**config.mk**
```make
export PLATFORM = sky130hd
export DESIGN_NAME = exec_state_unit
export DESIGN_NICKNAME = d
export VERILOG_FILES = /design/src/rtl/exec_pkg.sv /design/src/rtl/exec_ctl_reg.sv /design/src/rtl/exec_mode_fsm.sv /design/src/rtl/exec_stack_bank.sv /design/src/rtl/exec_state_unit.sv
export SDC_FILE = /design/constraint.sdc
export NUM_CORES = 1
export LEC_CHECK = 0
export BUFFER_PORTS_ARGS = -buffer_cell sky130_fd_sc_hd__buf_2
export CAP_MARGIN = 20
export CORE_MARGIN = 10
export CORE_UTILIZATION = 55
export DETAILED_ROUTE_END_ITERATION = 8
export GPL_TIMING_DRIVEN = 0
export MAX_ROUTING_LAYER = met4
export PLACE_DENSITY = 0.82
export SYNTH_ARGS = -nofsm -noshare
export SYNTH_HDL_FRONTEND = slang
export SYNTH_SLANG_ARGS = --single-unit
```
**constraint.sdc**
```tcl
create_clock -name clk -period 6.7 [get_ports clk]
set_input_delay 1.34 -clock clk [delete_from_list [all_inputs] [get_ports clk]]
set_output_delay 1.34 -clock clk [all_outputs]
set_load 0.005 [all_outputs]
```
**src/rtl/exec_pkg.sv**
```systemverilog
package exec_pkg;

    typedef enum logic {
        MODE_THREAD  = 1'b0,
        MODE_HANDLER = 1'b1
    } mode_e;

    typedef enum logic [1:0] {
        OP_IDLE  = 2'd0,
        OP_PUSH  = 2'd1,
        OP_POP   = 2'd2,
        OP_CLASH = 2'd3
    } stk_op_e;

    typedef struct packed {
        logic use_proc;
        logic unpriv;
    } ctl_t;

    localparam int CTL_W = 2;

endpackage

```
**src/rtl/exec_ctl_reg.sv**
```systemverilog
module exec_ctl_reg
    import exec_pkg::*;
(
    input  logic             clk,
    input  logic             rst_n,
    input  logic             wr_en,
    input  logic [CTL_W-1:0] wr_data,
    input  logic             priv_now,
    output ctl_t             ctl_q,
    output logic             fault_q
);

    ctl_t ctl_d;
    logic fault_d;

    always_comb begin
        ctl_d   = ctl_q;
        fault_d = 1'b0;
        if (wr_en) begin
            if (priv_now) begin
                ctl_d.unpriv   = wr_data[0];
                ctl_d.use_proc = wr_data[1];
            end else begin
                fault_d = 1'b1;
            end
        end
    end

    always_ff @(posedge clk) begin
        if (!rst_n) begin
            ctl_q   <= '0;
            fault_q <= 1'b0;
        end else begin
            ctl_q   <= ctl_d;
            fault_q <= fault_d;
        end
    end

    AST_DROP_UNPRIV_WRITE: assert property (@(posedge clk) disable iff (!rst_n)
        (wr_en && !priv_now) |=> $stable(ctl_q));

    AST_FAULT_ON_DROP: assert property (@(posedge clk) disable iff (!rst_n)
        (wr_en && !priv_now) |=> fault_q);

    AST_NO_FAULT_IDLE: assert property (@(posedge clk) disable iff (!rst_n)
        !wr_en |=> !fault_q);

endmodule

```
**src/rtl/exec_mode_fsm.sv**
```systemverilog
module exec_mode_fsm
    import exec_pkg::*;
(
    input  logic clk,
    input  logic rst_n,
    input  logic exc_enter,
    input  logic svc_call,
    input  logic exc_return,
    input  ctl_t ctl_q,
    output logic is_handler,
    output logic priv_eff,
    output logic use_psp
);

    mode_e mode_q;
    mode_e mode_d;

    always_ff @(posedge clk) begin
        if (!rst_n) begin
            mode_q <= MODE_THREAD;
        end else begin
            mode_q <= mode_d;
        end
    end

    always_comb begin
        mode_d = mode_q;
        unique case (mode_q)
            MODE_THREAD: begin
                if (exc_enter || svc_call) begin
                    mode_d = MODE_HANDLER;
                end
            end
            MODE_HANDLER: begin
                if (exc_enter || svc_call) begin
                    mode_d = MODE_HANDLER;
                end else if (exc_return) begin
                    mode_d = MODE_THREAD;
                end
            end
            default: mode_d = MODE_THREAD;
        endcase
    end

    always_comb begin
        is_handler = 1'b0;
        priv_eff   = 1'b1;
        use_psp    = 1'b0;
        unique case (mode_q)
            MODE_THREAD: begin
                priv_eff = !ctl_q.unpriv;
                use_psp  = ctl_q.use_proc;
            end
            MODE_HANDLER: begin
                is_handler = 1'b1;
            end
            default: begin
                is_handler = 1'b0;
            end
        endcase
    end

    AST_ENTRY_TO_HANDLER: assert property (@(posedge clk) disable iff (!rst_n)
        (exc_enter || svc_call) |=> is_handler);

    AST_RETURN_TO_THREAD: assert property (@(posedge clk) disable iff (!rst_n)
        (is_handler && exc_return && !exc_enter && !svc_call) |=> !is_handler);

    AST_THREAD_RETURN_IGNORED: assert property (@(posedge clk) disable iff (!rst_n)
        (!is_handler && !exc_enter && !svc_call) |=> !is_handler);

endmodule

```
**src/rtl/exec_stack_bank.sv**
```systemverilog
module exec_stack_bank
    import exec_pkg::*;
#(
    parameter int ADDR_W = 32,
    parameter int DATA_W = 32,
    parameter int NUM_SP = 2
) (
    input  logic              clk,
    input  logic              rst_n,
    input  logic [ADDR_W-1:0] rst_val,
    input  logic              sel_proc,
    input  logic              push_req,
    input  logic              pop_req,
    input  logic [DATA_W-1:0] push_data,
    output logic [ADDR_W-1:0] sp_active,
    output logic              mem_wr_en,
    output logic              mem_rd_en,
    output logic [ADDR_W-1:0] mem_addr,
    output logic [DATA_W-1:0] mem_wdata
);

    localparam int STEP_BYTES = DATA_W / 8;
    localparam logic [ADDR_W-1:0] STEP = ADDR_W'(STEP_BYTES);
    localparam int SEL_W = (NUM_SP > 1) ? $clog2(NUM_SP) : 1;

    logic [ADDR_W-1:0] sp_q [NUM_SP];
    logic [SEL_W-1:0]  sel;
    stk_op_e           op;

    assign sel = SEL_W'(sel_proc);

    always_comb begin
        unique case ({push_req, pop_req})
            2'b10:   op = OP_PUSH;
            2'b01:   op = OP_POP;
            2'b11:   op = OP_CLASH;
            default: op = OP_IDLE;
        endcase
    end

    for (genvar g = 0; g < NUM_SP; g++) begin : g_sp
        always_ff @(posedge clk) begin
            if (!rst_n) begin
                sp_q[g] <= rst_val;
            end else if (sel == SEL_W'(g)) begin
                unique case (op)
                    OP_PUSH: sp_q[g] <= sp_q[g] - STEP;
                    OP_POP:  sp_q[g] <= sp_q[g] + STEP;
                    default: sp_q[g] <= sp_q[g];
                endcase
            end
        end

        AST_IDLE_POINTER_HOLDS: assert property (@(posedge clk) disable iff (!rst_n)
            (sel != SEL_W'(g)) |=> $stable(sp_q[g]));

        AST_CLASH_HOLDS: assert property (@(posedge clk) disable iff (!rst_n)
            (push_req && pop_req) |=> $stable(sp_q[g]));
    end

    assign sp_active = sp_q[sel];

    always_comb begin
        mem_wr_en = 1'b0;
        mem_rd_en = 1'b0;
        mem_addr  = sp_active;
        mem_wdata = push_data;
        unique case (op)
            OP_PUSH: begin
                mem_wr_en = 1'b1;
                mem_addr  = sp_active - STEP;
            end
            OP_POP: begin
                mem_rd_en = 1'b1;
            end
            default: begin
                mem_wr_en = 1'b0;
            end
        endcase
    end

    AST_PUSH_DESCENDS: assert property (@(posedge clk) disable iff (!rst_n)
        (push_req && !pop_req) |=> (sp_active == $past(sp_active) - STEP)
            || ($past(sel) != sel));

    AST_POP_ASCENDS: assert property (@(posedge clk) disable iff (!rst_n)
        (pop_req && !push_req) |=> (sp_active == $past(sp_active) + STEP)
            || ($past(sel) != sel));

endmodule

```
**src/rtl/exec_state_unit.sv**
```systemverilog
module exec_state_unit
    import exec_pkg::*;
#(
    parameter int ADDR_W = 32,
    parameter int DATA_W = 32
) (
    input  logic              clk,
    input  logic              rst_n,
    input  logic [ADDR_W-1:0] sp_reset_val,
    input  logic              exc_enter,
    input  logic              svc_call,
    input  logic              exc_return,
    input  logic              ctl_wr_en,
    input  logic [1:0]        ctl_wr_data,
    input  logic              push_req,
    input  logic              pop_req,
    input  logic [DATA_W-1:0] push_data,
    output logic              is_handler,
    output logic              priv_eff,
    output logic              use_psp,
    output logic [ADDR_W-1:0] sp_active,
    output logic              ctl_fault,
    output logic              mem_wr_en,
    output logic              mem_rd_en,
    output logic [ADDR_W-1:0] mem_addr,
    output logic [DATA_W-1:0] mem_wdata
);

    ctl_t ctl_q;

    exec_ctl_reg u_ctl (
        .clk      (clk),
        .rst_n    (rst_n),
        .wr_en    (ctl_wr_en),
        .wr_data  (ctl_wr_data),
        .priv_now (priv_eff),
        .ctl_q    (ctl_q),
        .fault_q  (ctl_fault)
    );

    exec_mode_fsm u_mode (
        .clk        (clk),
        .rst_n      (rst_n),
        .exc_enter  (exc_enter),
        .svc_call   (svc_call),
        .exc_return (exc_return),
        .ctl_q      (ctl_q),
        .is_handler (is_handler),
        .priv_eff   (priv_eff),
        .use_psp    (use_psp)
    );

    exec_stack_bank #(
        .ADDR_W (ADDR_W),
        .DATA_W (DATA_W),
        .NUM_SP (2)
    ) u_stack (
        .clk       (clk),
        .rst_n     (rst_n),
        .rst_val   (sp_reset_val),
        .sel_proc  (use_psp),
        .push_req  (push_req),
        .pop_req   (pop_req),
        .push_data (push_data),
        .sp_active (sp_active),
        .mem_wr_en (mem_wr_en),
        .mem_rd_en (mem_rd_en),
        .mem_addr  (mem_addr),
        .mem_wdata (mem_wdata)
    );

    AST_HANDLER_PRIVILEGED: assert property (@(posedge clk) disable iff (!rst_n)
        is_handler |-> priv_eff);

    AST_HANDLER_MAIN_STACK: assert property (@(posedge clk) disable iff (!rst_n)
        is_handler |-> !use_psp);

    AST_ONE_STROBE: assert property (@(posedge clk) disable iff (!rst_n)
        !(mem_wr_en && mem_rd_en));

endmodule

```
==> metrics.cfg, run 1 <==
[placed_design]
portBuffers=142
gp_congestion=1.02
place_area_um2=8140
dp_hpwl_um=20700
place_inst=1210

[timing]
min_period_over_period_pct=95.3
setup_viol=0
period_needed_ps=6390
max-slew-margin-rel_pct=27.3
rsz0062_at_grt=false
fmax_ghz=0.157
drv_slew=0
hold_viol_final=0
worst_pin_slew_ps=1080
setup_tns_ps=0
skew_ps=12.4

[worst_hold_path]
hp-class=reg -> reg
hp-start=u_ctl.ctl_q[0]$_SDFFE_PN0P_
worstHoldPathCells=2
hold_end=u_ctl.ctl_q[0]$_SDFFE_PN0P_

[pwr]
ir_worst_vdd_mv=0.114
p_total_uw=1770
swShare_pct=35.3
leakagePower_uw=0.00361
p_comb_share_pct=35.3
power_density_nw_per_um2=208
clockPowerShare_pct=32.1
p_int_uw=1140
power_switching_uw=623
p_seq_share_pct=32.6

[finish]
fin_cells=1227
mostFrequentLayoutCell=buf_2
diodes=0
finalInstanceArea_um2=8490
drive_above_1_share_pct=21.1
utilization_pct=67.0
finalNetCount=1160
n_fill_cell=1128
synthToLayoutAreaGrowth_pct=19.0
final_cell_mix=148 x buf_2, 105 x nand2_1, 69 x nor2_1, 64 x edfxtp_1, 57 x a21oi_1

[worst_setup_path]
critPathMaxStageDelay_ps=540
r2r-end=u_stack.sp_q[1][26]$_DFFE_PP_
worst_setup_path_end_kind=flop
rr_worst_depth=17
cp_num_buf_inv=5
reg2reg_from=u_mode.mode_q$_SDFF_PN0_
required_ps=6800
cp_max_fo=20
r2r_slack_ps=360
crit_chain=clkbuf_1 > inv_1 > nor2_1 > clkbuf_1 > clkbuf_1 > nand2_1 > buf_16 > ha_1 > nor2b_1 > o2111ai_1 > a21boi_0 > o41ai_2 > o31a_1 > mux2i_1 > o32a_1
arrival_ps=6490
critPathTopFamily=buffers and inverters
cp_num_cells=15
critPathKind=in -> reg
path_common_cell=clkbuf_1
critPathLaunchType=input port
slowest_stage=o41ai_2

[drt]
drcViolationCount=0
drtPass1Iterations=6
routed_via_density=6.43
totalWireLength_um=26300
wl_per_cell_um=21.4
vias=7886
detail_route.iter0.violations=1041
drtAntennaViolNets=0

[global_route]
grt_usage_pct=28.7
antenna_found_initial=0
grt_pass1_wl_um=40300
grt_overflow_total=0
grt_max_degree=31
grt_pass1_vias=7480

[synth]
yosysUniqueCellTypes=72
synthTopCellsByArea=edfxtp_1 27%, ha_1 6.1%, nand2_1 5.5%, xnor2_1 4.0%, a21oi_1 4.0%
synth-edff-count=64
yosys_warnings=0
ys_ff_latch=68
syn_inst=894
ys_seq_area_share_pct=28.1
synth_flop_cell=edfxtp_1
synth_area_per_cell_um2=7.98
yosysTopAreaCellShare_pct=26.9
synth_nets=1004
synth_area_um2=7140
async_flop_share_pct=0
synth.largest_area_cell=edfxtp_1

[cts]
cts_setup_buffers=0
numCtsBuffers=9
clkTransAtPathRegs_ps=60
htreeDepth=3
cts_tree=done
cts_buffer_depth=2
clk_latency_ps=350
numClockSinks=68
cts-root-buf=clkbuf_16

[outcome]
status=finished, final reports clean

[floorplanning]
start_util_pct=56.3
die_w_um=134
ios=176
die_y_um=134
die_area_um2=17900
core_area_um2=12700
rows=41

[run]
maxCapViolCount=0

==> synthesized netlist by cell type (4+ instances only) <==
| cell | n |
|---|---|
| or3_1 | 5 |
| o22ai_1 | 18 |
| ha_1 | 35 |
| o21bai_1 | 6 |
| nand3_1 | 40 |
| a211oi_1 | 7 |
| o21ai_0 | 37 |
| xnor2_1 | 33 |
| o21a_1 | 8 |
| nor3_1 | 31 |
| a221o_1 | 7 |
| o211ai_1 | 10 |
| nor4_1 | 7 |
| buf_1 | 5 |
| nor2b_1 | 6 |
| dfxtp_1 | 4 |
| and3_1 | 9 |
| nor2_1 | 69 |
| or4_1 | 5 |
| a31oi_1 | 6 |
| inv_1 | 49 |
| edfxtp_1 | 64 |
| or2_2 | 4 |
| a22o_1 | 14 |
| o31ai_1 | 4 |
| buf_2 | 5 |
| o221ai_1 | 8 |
| a22oi_1 | 9 |
| nand2_1 | 105 |
| a21o_1 | 19 |
| xor2_1 | 22 |
| buf_4 | 35 |
| a21oi_1 | 57 |
| mux2i_1 | 24 |
| nand4_1 | 16 |
| clkbuf_1 | 41 |
| nand2b_1 | 8 |
| and4_1 | 4 |
==> layout make-up <==
cell class              count  area (µm²)  area share, %
well taps                 172         215           2.53
clock buffers              10         229           2.70
clock inverters             6         111           1.31
multi-input cells         688        4490           52.9
plain buffers              88         483           5.69
inverters                  50         188           2.21
repair buffers            145         771           9.07
flip-flops and latches     68        2000           23.6
==> state kept, by name (all words and copies together) (netlist names) <==
register,flops
u_ctl.ctl_q,2
u_mode.mode_q,1
u_stack.sp_q,64
u_ctl.fault_q,1
==> metrics by stage <==
stage                     setup WS [ps]  hold slack [ps]
final                               312              499
after global routing               63.2              538
after CTS                           238              503
after detailed placement           -101              486
after global placement             -440              483
after floorplan                    1250              445
==> worst max path at each step <==
stage                     slack, ps  startpoint                       endpoint
after floorplan                1250       rst_n  u_stack.sp_q[1][26]$_DFFE_PP_
after global placement         -440       rst_n  u_stack.sp_q[1][26]$_DFFE_PP_
after detailed placement       -100       rst_n  u_stack.sp_q[1][26]$_DFFE_PP_
after CTS                       240       rst_n  u_stack.sp_q[1][26]$_DFFE_PP_
after global routing             60       rst_n  u_stack.sp_q[1][26]$_DFFE_PP_
final                           310       rst_n  u_stack.sp_q[1][26]$_DFFE_PP_
==> power groups by stage <==
| stage | clock [µW] | combinational [µW] | sequential [µW] |
|---|---|---|---|
| after floorplan | 0 | 403 | 562 |
| after global placement | 0 | 595 | 583 |
| after detailed placement | 0 | 608 | 582 |
| after CTS | 565 | 613 | 573 |
| after global routing | 584 | 681 | 579 |
| final | 567 | 622 | 575 |
==> worst min-delay path: stages, from the launching register on <==
cell and delay (ps):
dfxtp_1 320, a22oi_1 60, nor2_1 70
==> cells by family (layout without fill, tap and decap cells) <==
group	Yosys count	count (layout)	synth area share, %
AND/OR/NAND/NOR	326	326	22.3
AO/OA/AOI/OAI	246	246	23.5
buffers and inverters	138	299	9.40
flip-flops	68	68	28.1
XOR/XNOR	55	55	6.75
adder cells (fa/ha/maj)	36	36	6.42
multiplexers	25	25	3.52
==> routing by layer <==
metal | share of wire (%) | wire length [µm] | global-route usage [%] | vias to the layer above
li1 | - | - | - | 3592
met1 | 39 | 10300 | 36.0 | 3653
met2 | 45 | 11800 | 44.4 | 555
met3 | 11 | 2990 | 5.23 | 86
met4 | 4.3 | 1130 | 12.9 | 0
met5 | 0 | 0 | - | -
==> timing repair <==
item / in CTS / in global routing
endpoints found under the setup margin: 0 / 3
hold buffers: 0 / 0
gates resized for setup: 0 / 1
hold endpoints to repair: 0 / 0
(Power assumes the default switching activity.)
==> run 2: changes to the inputs <==
--- a/config.mk
+++ b/config.mk
@@ -8,11 +8,11 @@
 export BUFFER_PORTS_ARGS = -buffer_cell sky130_fd_sc_hd__buf_2
 export CAP_MARGIN = 20
 export CORE_MARGIN = 10
-export CORE_UTILIZATION = 55
+export CORE_UTILIZATION = 50
 export DETAILED_ROUTE_END_ITERATION = 8
 export GPL_TIMING_DRIVEN = 0
 export MAX_ROUTING_LAYER = met4
-export PLACE_DENSITY = 0.82
+export PLACE_DENSITY = 0.79
 export SYNTH_ARGS = -nofsm -noshare
 export SYNTH_HDL_FRONTEND = slang
 export SYNTH_SLANG_ARGS = --single-unit
==> constraint.sdc (replaced) <==
create_clock -name clk -period 5.8 [get_ports clk]
set_input_delay 1.16 -clock clk [delete_from_list [all_inputs] [get_ports clk]]
set_output_delay 1.16 -clock clk [all_outputs]
set_load 0.005 [all_outputs]
==> metrics.cfg, run 2 (synthesized netlist as in run 1, its figures left out) <==
[drt]
drcViolationCount=0  ; unchanged
vias=7810  ; -0.96%
wl_per_cell_um=21.3  ; -0.55%
routed_via_density=6.32  ; -1.7%
totalWireLength_um=26300  ; +0.18%
drtAntennaViolNets=0  ; unchanged
drtPass1Iterations=9  ; +3
detail_route.iter0.violations=1002  ; -3.7%

[worst_hold_path]
hp-class=reg -> reg

[floorplanning]
core_area_um2=13900  ; +10%
rows=43  ; +4.9%
die_area_um2=19500  ; +8.5%
start_util_pct=51.2  ; -5.1 points
die_y_um=139  ; +4.2%
die_w_um=139  ; +4.2%
ios=176  ; unchanged

[timing]
setup_tns_ps=0  ; unchanged
worst_pin_slew_ps=1110  ; +25.8 ps
skew_ps=5.81  ; -6.57 ps
max-slew-margin-rel_pct=25.6  ; -1.7 points
rsz0062_at_grt=false
min_period_over_period_pct=99.0
hold_viol_final=0  ; unchanged
period_needed_ps=5740
drv_slew=0  ; unchanged
setup_viol=0  ; unchanged
fmax_ghz=0.174

[finish]
largestRegisters=u_stack.sp_q (64), u_ctl.ctl_q (2)
register_area_um2=2000  ; unchanged
largest_register_ffs=64  ; unchanged
finalInstanceArea_um2=8470  ; -0.31%
mostFrequentLayoutCell=buf_2
synthToLayoutAreaGrowth_pct=18.6
largest_register=u_stack.sp_q
finalNetCount=1161  ; +0.086%
diodes=0  ; unchanged
n_fill_cell=1303  ; +16%
multi_input_area_um2=4500  ; about the same
drive_above_1_share_pct=21.3  ; +0.17 points
final_cell_mix=148 x buf_2, 104 x nand2_1, 69 x nor2_1, 64 x edfxtp_1, 57 x a21oi_1

[cts]
numClockSinks=68  ; unchanged
numCtsBuffers=9  ; unchanged
htreeDepth=3  ; unchanged
cts-root-buf=clkbuf_16
clk_latency_ps=350  ; about the same
clkTransAtPathRegs_ps=60  ; about the same
cts_buffer_depth=2  ; unchanged
cts_tree=done

[pwr]
power_density_nw_per_um2=229  ; +10%
ir_worst_vdd_mv=0.132  ; +16%
leakagePower_uw=0.00360  ; -0.27%

[worst_setup_path]
cp_max_fo=20  ; unchanged
worst_setup_path_end_kind=flop
critPathLaunchType=input port
arrival_ps=5850  ; -640 ps
critPathKind=in -> reg
required_ps=5900  ; -900 ps

[global_route]
grt_pass1_wl_um=40100  ; -0.65%
grt_overflow_total=0  ; unchanged
grt_usage_pct=26.1  ; -2.6 points
grt_max_degree=28  ; -9.7%
grt_pass1_vias=7517  ; +0.49%
antenna_found_initial=0  ; unchanged

[placed_design]
place_area_um2=8160  ; +0.28%
portBuffers=142  ; unchanged
gp_congestion=1.02  ; +0.22%
dp_hpwl_um=20600  ; -0.52%

[run]
maxCapViolCount=0  ; unchanged

[outcome]
status=finished, final reports clean

## run 2: changes by cell type in the layout (fill, tap and decap cells not counted), sizes merged
cell      before  now
buf          192  193
bufinv         3    1
clkbuf        51   54
clkinv         1    2
clkinvlp       1    0
inv           51   50
## run 2: what timing repair did
| item | in CTS | in global routing |
|---|---|---|
| resized for setup | 5 | 0 |
| setup buffers | 0 | 2 |
| hold buffers | 0 | 0 |
| setup endpoints to repair | 12 | 4 |
| pin swaps | 0 | 1 |
## run 2: layout make-up
class / count / share of cell area [%]
buffer: 87 / 5.70
clock buffer: 13 / 2.84
clock inverter: 3 / 0.458
inverter: 50 / 2.22
multi-input combinational: 688 / 53.1
sequential: 68 / 23.6
tap: 180 / 2.66
timing repair buffer: 147 / 9.37
## run 2: stage by stage
step | worst slack, ps | power (µW) | utilization [%] | hold WS [ps] | instances
after global placement | -1360 | 1360 | 57.9 | 485 | 1216
after global routing | 28.6 | 2030 | 60.8 | 553 | 1236
after detailed placement | -1130 | 1370 | 58.6 | 505 | 1219
final | 55.3 | 1940 | 60.8 | 517 | 1236
after floorplan | 529 | 1110 | - | 445 | 894
after CTS | 28.9 | 1920 | 60.7 | 515 | 1235
## run 2: path summary, 6_finish.rpt
| path | from | to | slack (ps) | cells after the start |
|---|---|---|---|---|
| hold / removal | u_ctl.ctl_q[1]$_SDFFE_PN0P_ | u_ctl.ctl_q[1]$_SDFFE_PN0P_ | 520 | 2 |
| hold reg to reg | u_ctl.ctl_q[1]$_SDFFE_PN0P_ | u_ctl.ctl_q[1]$_SDFFE_PN0P_ | 520 | 2 |
| setup / recovery | rst_n | u_stack.sp_q[1][26]$_DFFE_PP_ | 60 | 16 |
| setup reg to reg | u_mode.mode_q$_SDFF_PN0_ | u_stack.sp_q[1][26]$_DFFE_PP_ | 200 | 18 |
## run 2: where the power goes
group	switching (µW)	total, µW	internal (µW)
Combinational	428	725	297
Sequential	58.4	663	605
Clock	217	549	332
## run 2: critical path, stage by stage
cell and delay (ps):
clkbuf_1 400, inv_1 330, nor2_1 230, clkbuf_2 330, clkbuf_2 350, nand2_2 300
buf_16 260, ha_1 340, nor2b_1 210, o2111ai_1 240, a21boi_0 530, o41ai_2 110
buf_4 160, o31a_1 350, mux2i_1 160, o32a_1 330
## run 2: metal layers
metal	track usage, %	wire (µm)	vias to the layer above
met1	32.4	10400	3616
li1	-	-	3592
met2	38.9	11600	524
met5	-	0	-
met3	5.65	2990	78
met4	14.1	1310	0
==> run 3: changes to the inputs <==
--- a/config.mk
+++ b/config.mk
@@ -5,9 +5,10 @@
 export SDC_FILE = /design/constraint.sdc
 export NUM_CORES = 1
 export LEC_CHECK = 0
+export ABC_CLOCK_PERIOD_IN_PS = 5800
 export BUFFER_PORTS_ARGS = -buffer_cell sky130_fd_sc_hd__buf_2
 export CAP_MARGIN = 20
-export CORE_MARGIN = 10
+export CORE_MARGIN = 3
 export CORE_UTILIZATION = 50
 export DETAILED_ROUTE_END_ITERATION = 8
 export GPL_TIMING_DRIVEN = 0
==> metrics.cfg, run 3 (synthesized netlist as in run 1, its figures left out) <==
[outcome]
status=finished, final reports clean

[global_route]
grt_max_degree=25  ; -11%
grt_pass1_vias=7362  ; -2.1%
grt_pass1_wl_um=39200  ; -2.3%
antenna_found_initial=1  ; +1
grt_overflow_total=0  ; unchanged
grt_usage_pct=32.2  ; +6.1 points

[cts]
cts_tree=done
cts-root-buf=clkbuf_16
numClockSinks=68  ; unchanged
cts_buffer_depth=2  ; unchanged
htreeDepth=3  ; unchanged
clkTransAtPathRegs_ps=60  ; about the same
numCtsBuffers=9  ; unchanged
clk_latency_ps=350  ; about the same

[worst_setup_path]
slowest_stage=o41ai_2
worst_setup_path_end_kind=flop
required_ps=5900  ; about the same
critPathKind=in -> reg
critPathTopFamily=compound AO/OA/AOI/OAI gates
critPathLaunchType=input port
critPathMaxStageDelay_ps=430  ; -100 ps
arrival_ps=5720  ; -130 ps
r2r_slack_ps=390  ; +190 ps
cp_num_buf_inv=5  ; -1
crit_chain=clkbuf_1 > inv_1 > nor2_1 > clkbuf_2 > clkbuf_2 > nand2_2 > buf_16 > ha_1 > nor2b_1 > o2111ai_1 > a21boi_0 > o41ai_2 > o31a_1 > mux2i_1 > o32a_1
path_common_cell=clkbuf_2
cp_max_fo=19  ; -5.0%

[placed_design]
place_area_um2=8180  ; +0.18%
place_inst=1219  ; unchanged
dp_slack_ps=-929  ; +205 ps
gp_congestion=1.00  ; -2.1%
portBuffers=142  ; unchanged
dp_hpwl_um=19600  ; -5.0%

[finish]
diodes=0  ; unchanged
finalNetCount=1159  ; -0.17%
fin_cells=1233  ; -0.24%
largest_register=u_stack.sp_q
register_area_um2=2000  ; unchanged
drive_above_1_share_pct=21.5  ; +0.16 points
n_fill_cell=1276  ; -2.1%
largest_register_ffs=64  ; unchanged
synthToLayoutAreaGrowth_pct=18.7  ; about the same
mostFrequentLayoutCell=buf_2
finalInstanceArea_um2=8470  ; about the same
final_cell_mix=148 x buf_2, 104 x nand2_1, 69 x nor2_1, 64 x edfxtp_1, 57 x a21oi_1
multi_input_area_um2=4500  ; unchanged
largestRegisters=u_stack.sp_q (64), u_ctl.ctl_q (2)

[timing]
skew_ps=7.87  ; +2.07 ps
min_period_over_period_pct=96.9  ; -2.2 points
setup_viol=0  ; unchanged
rsz0062_at_grt=false
max-slew-margin-rel_pct=20.6  ; -4.9 points
drv_slew=0  ; unchanged
hold_viol_final=0  ; unchanged
setup_slack_ps=182  ; +127 ps
fmax_ghz=0.178  ; +2.3%
period_needed_ps=5620  ; -127 ps
worst_pin_slew_ps=1180  ; +73.5 ps

[floorplanning]
ios=176  ; unchanged
die_area_um2=15700  ; -19%
die_w_um=125  ; -10%
die_y_um=125  ; -10%
core_area_um2=13900  ; unchanged
start_util_pct=51.2  ; unchanged
rows=43  ; unchanged

[worst_hold_path]
hp-class=reg -> reg

[drt]
drcViolationCount=0  ; unchanged
detail_route.iter0.violations=899  ; -10%
routed_via_density=6.34  ; +0.40%
vias=7822  ; +0.15%
wl_per_cell_um=20.5  ; -3.9%
totalWireLength_um=25200  ; -4.1%
drtAntennaViolNets=0  ; unchanged
drtPass1Iterations=5  ; -4

[pwr]
p_total_uw=1930  ; -0.40%
power_density_nw_per_um2=228  ; -0.43%
leakagePower_uw=0.00360  ; about the same
ir_worst_vdd_mv=0.149  ; +13%

[run]
maxCapViolCount=0  ; unchanged

[run 3: final cells by class]
class / count / area share, %
timing repair buffer: 145 / 9.37
multi-input combinational: 688 / 53.1
tap: 180 / 2.66
sequential: 68 / 23.6
buffer: 87 / 5.70
clock buffer: 9 / 2.66
clock inverter: 6 / 0.665
inverter: 50 / 2.22
[run 3: layer usage]
metal	vias up	share of wire, %	track usage (%)
li1	3599	-	-
met1	3613	40	40.9
met2	520	44	48.0
met3	90	11	6.15
met4	0	5.9	18.6
met5	-	0	-
[run 3: worst min-delay path, stage by stage (launching register included)]
cell     delay, ps
dfxtp_1        340
nand2_1         60
a21oi_1         50
[run 3: worst paths after layout]
| kind | depth (start not counted) | startpoint | to |
|---|---|---|---|
| hold reg to reg | 2 | u_ctl.ctl_q[1]$_SDFFE_PN0P_ | u_ctl.ctl_q[1]$_SDFFE_PN0P_ |
| setup reg to reg | 17 | u_mode.mode_q$_SDFF_PN0_ | u_stack.sp_q[1][30]$_DFFE_PP_ |
| setup / recovery | 15 | rst_n | u_stack.sp_q[1][26]$_DFFE_PP_ |
| hold / removal | 2 | u_ctl.ctl_q[1]$_SDFFE_PN0P_ | u_ctl.ctl_q[1]$_SDFFE_PN0P_ |
[run 3: power by group]
part	internal, µW	leakage [µW]	switching [µW]
registers	605	0.000683	57.5
clock network	327	0.000138	226
logic	295	0.00278	419
total	1230	0.00360	703
[run 3: what timing repair did]
action	4_1_cts	5_1_grt
resized for setup	4	1
setup endpoints to repair	10	4
hold buffers	0	0
pin swaps	0	1
setup buffers	0	0
[run 3: stage by stage]
step	hold WS, ps	util [%]	setup TNS, ps
2_1_floorplan	445	-	0
3_3_place_gp	484	57.9	-16950
3_5_place_dp	492	58.7	-6770
4_1_cts	505	60.8	0
5_1_grt	525	60.8	0
6_report	501	60.8	0
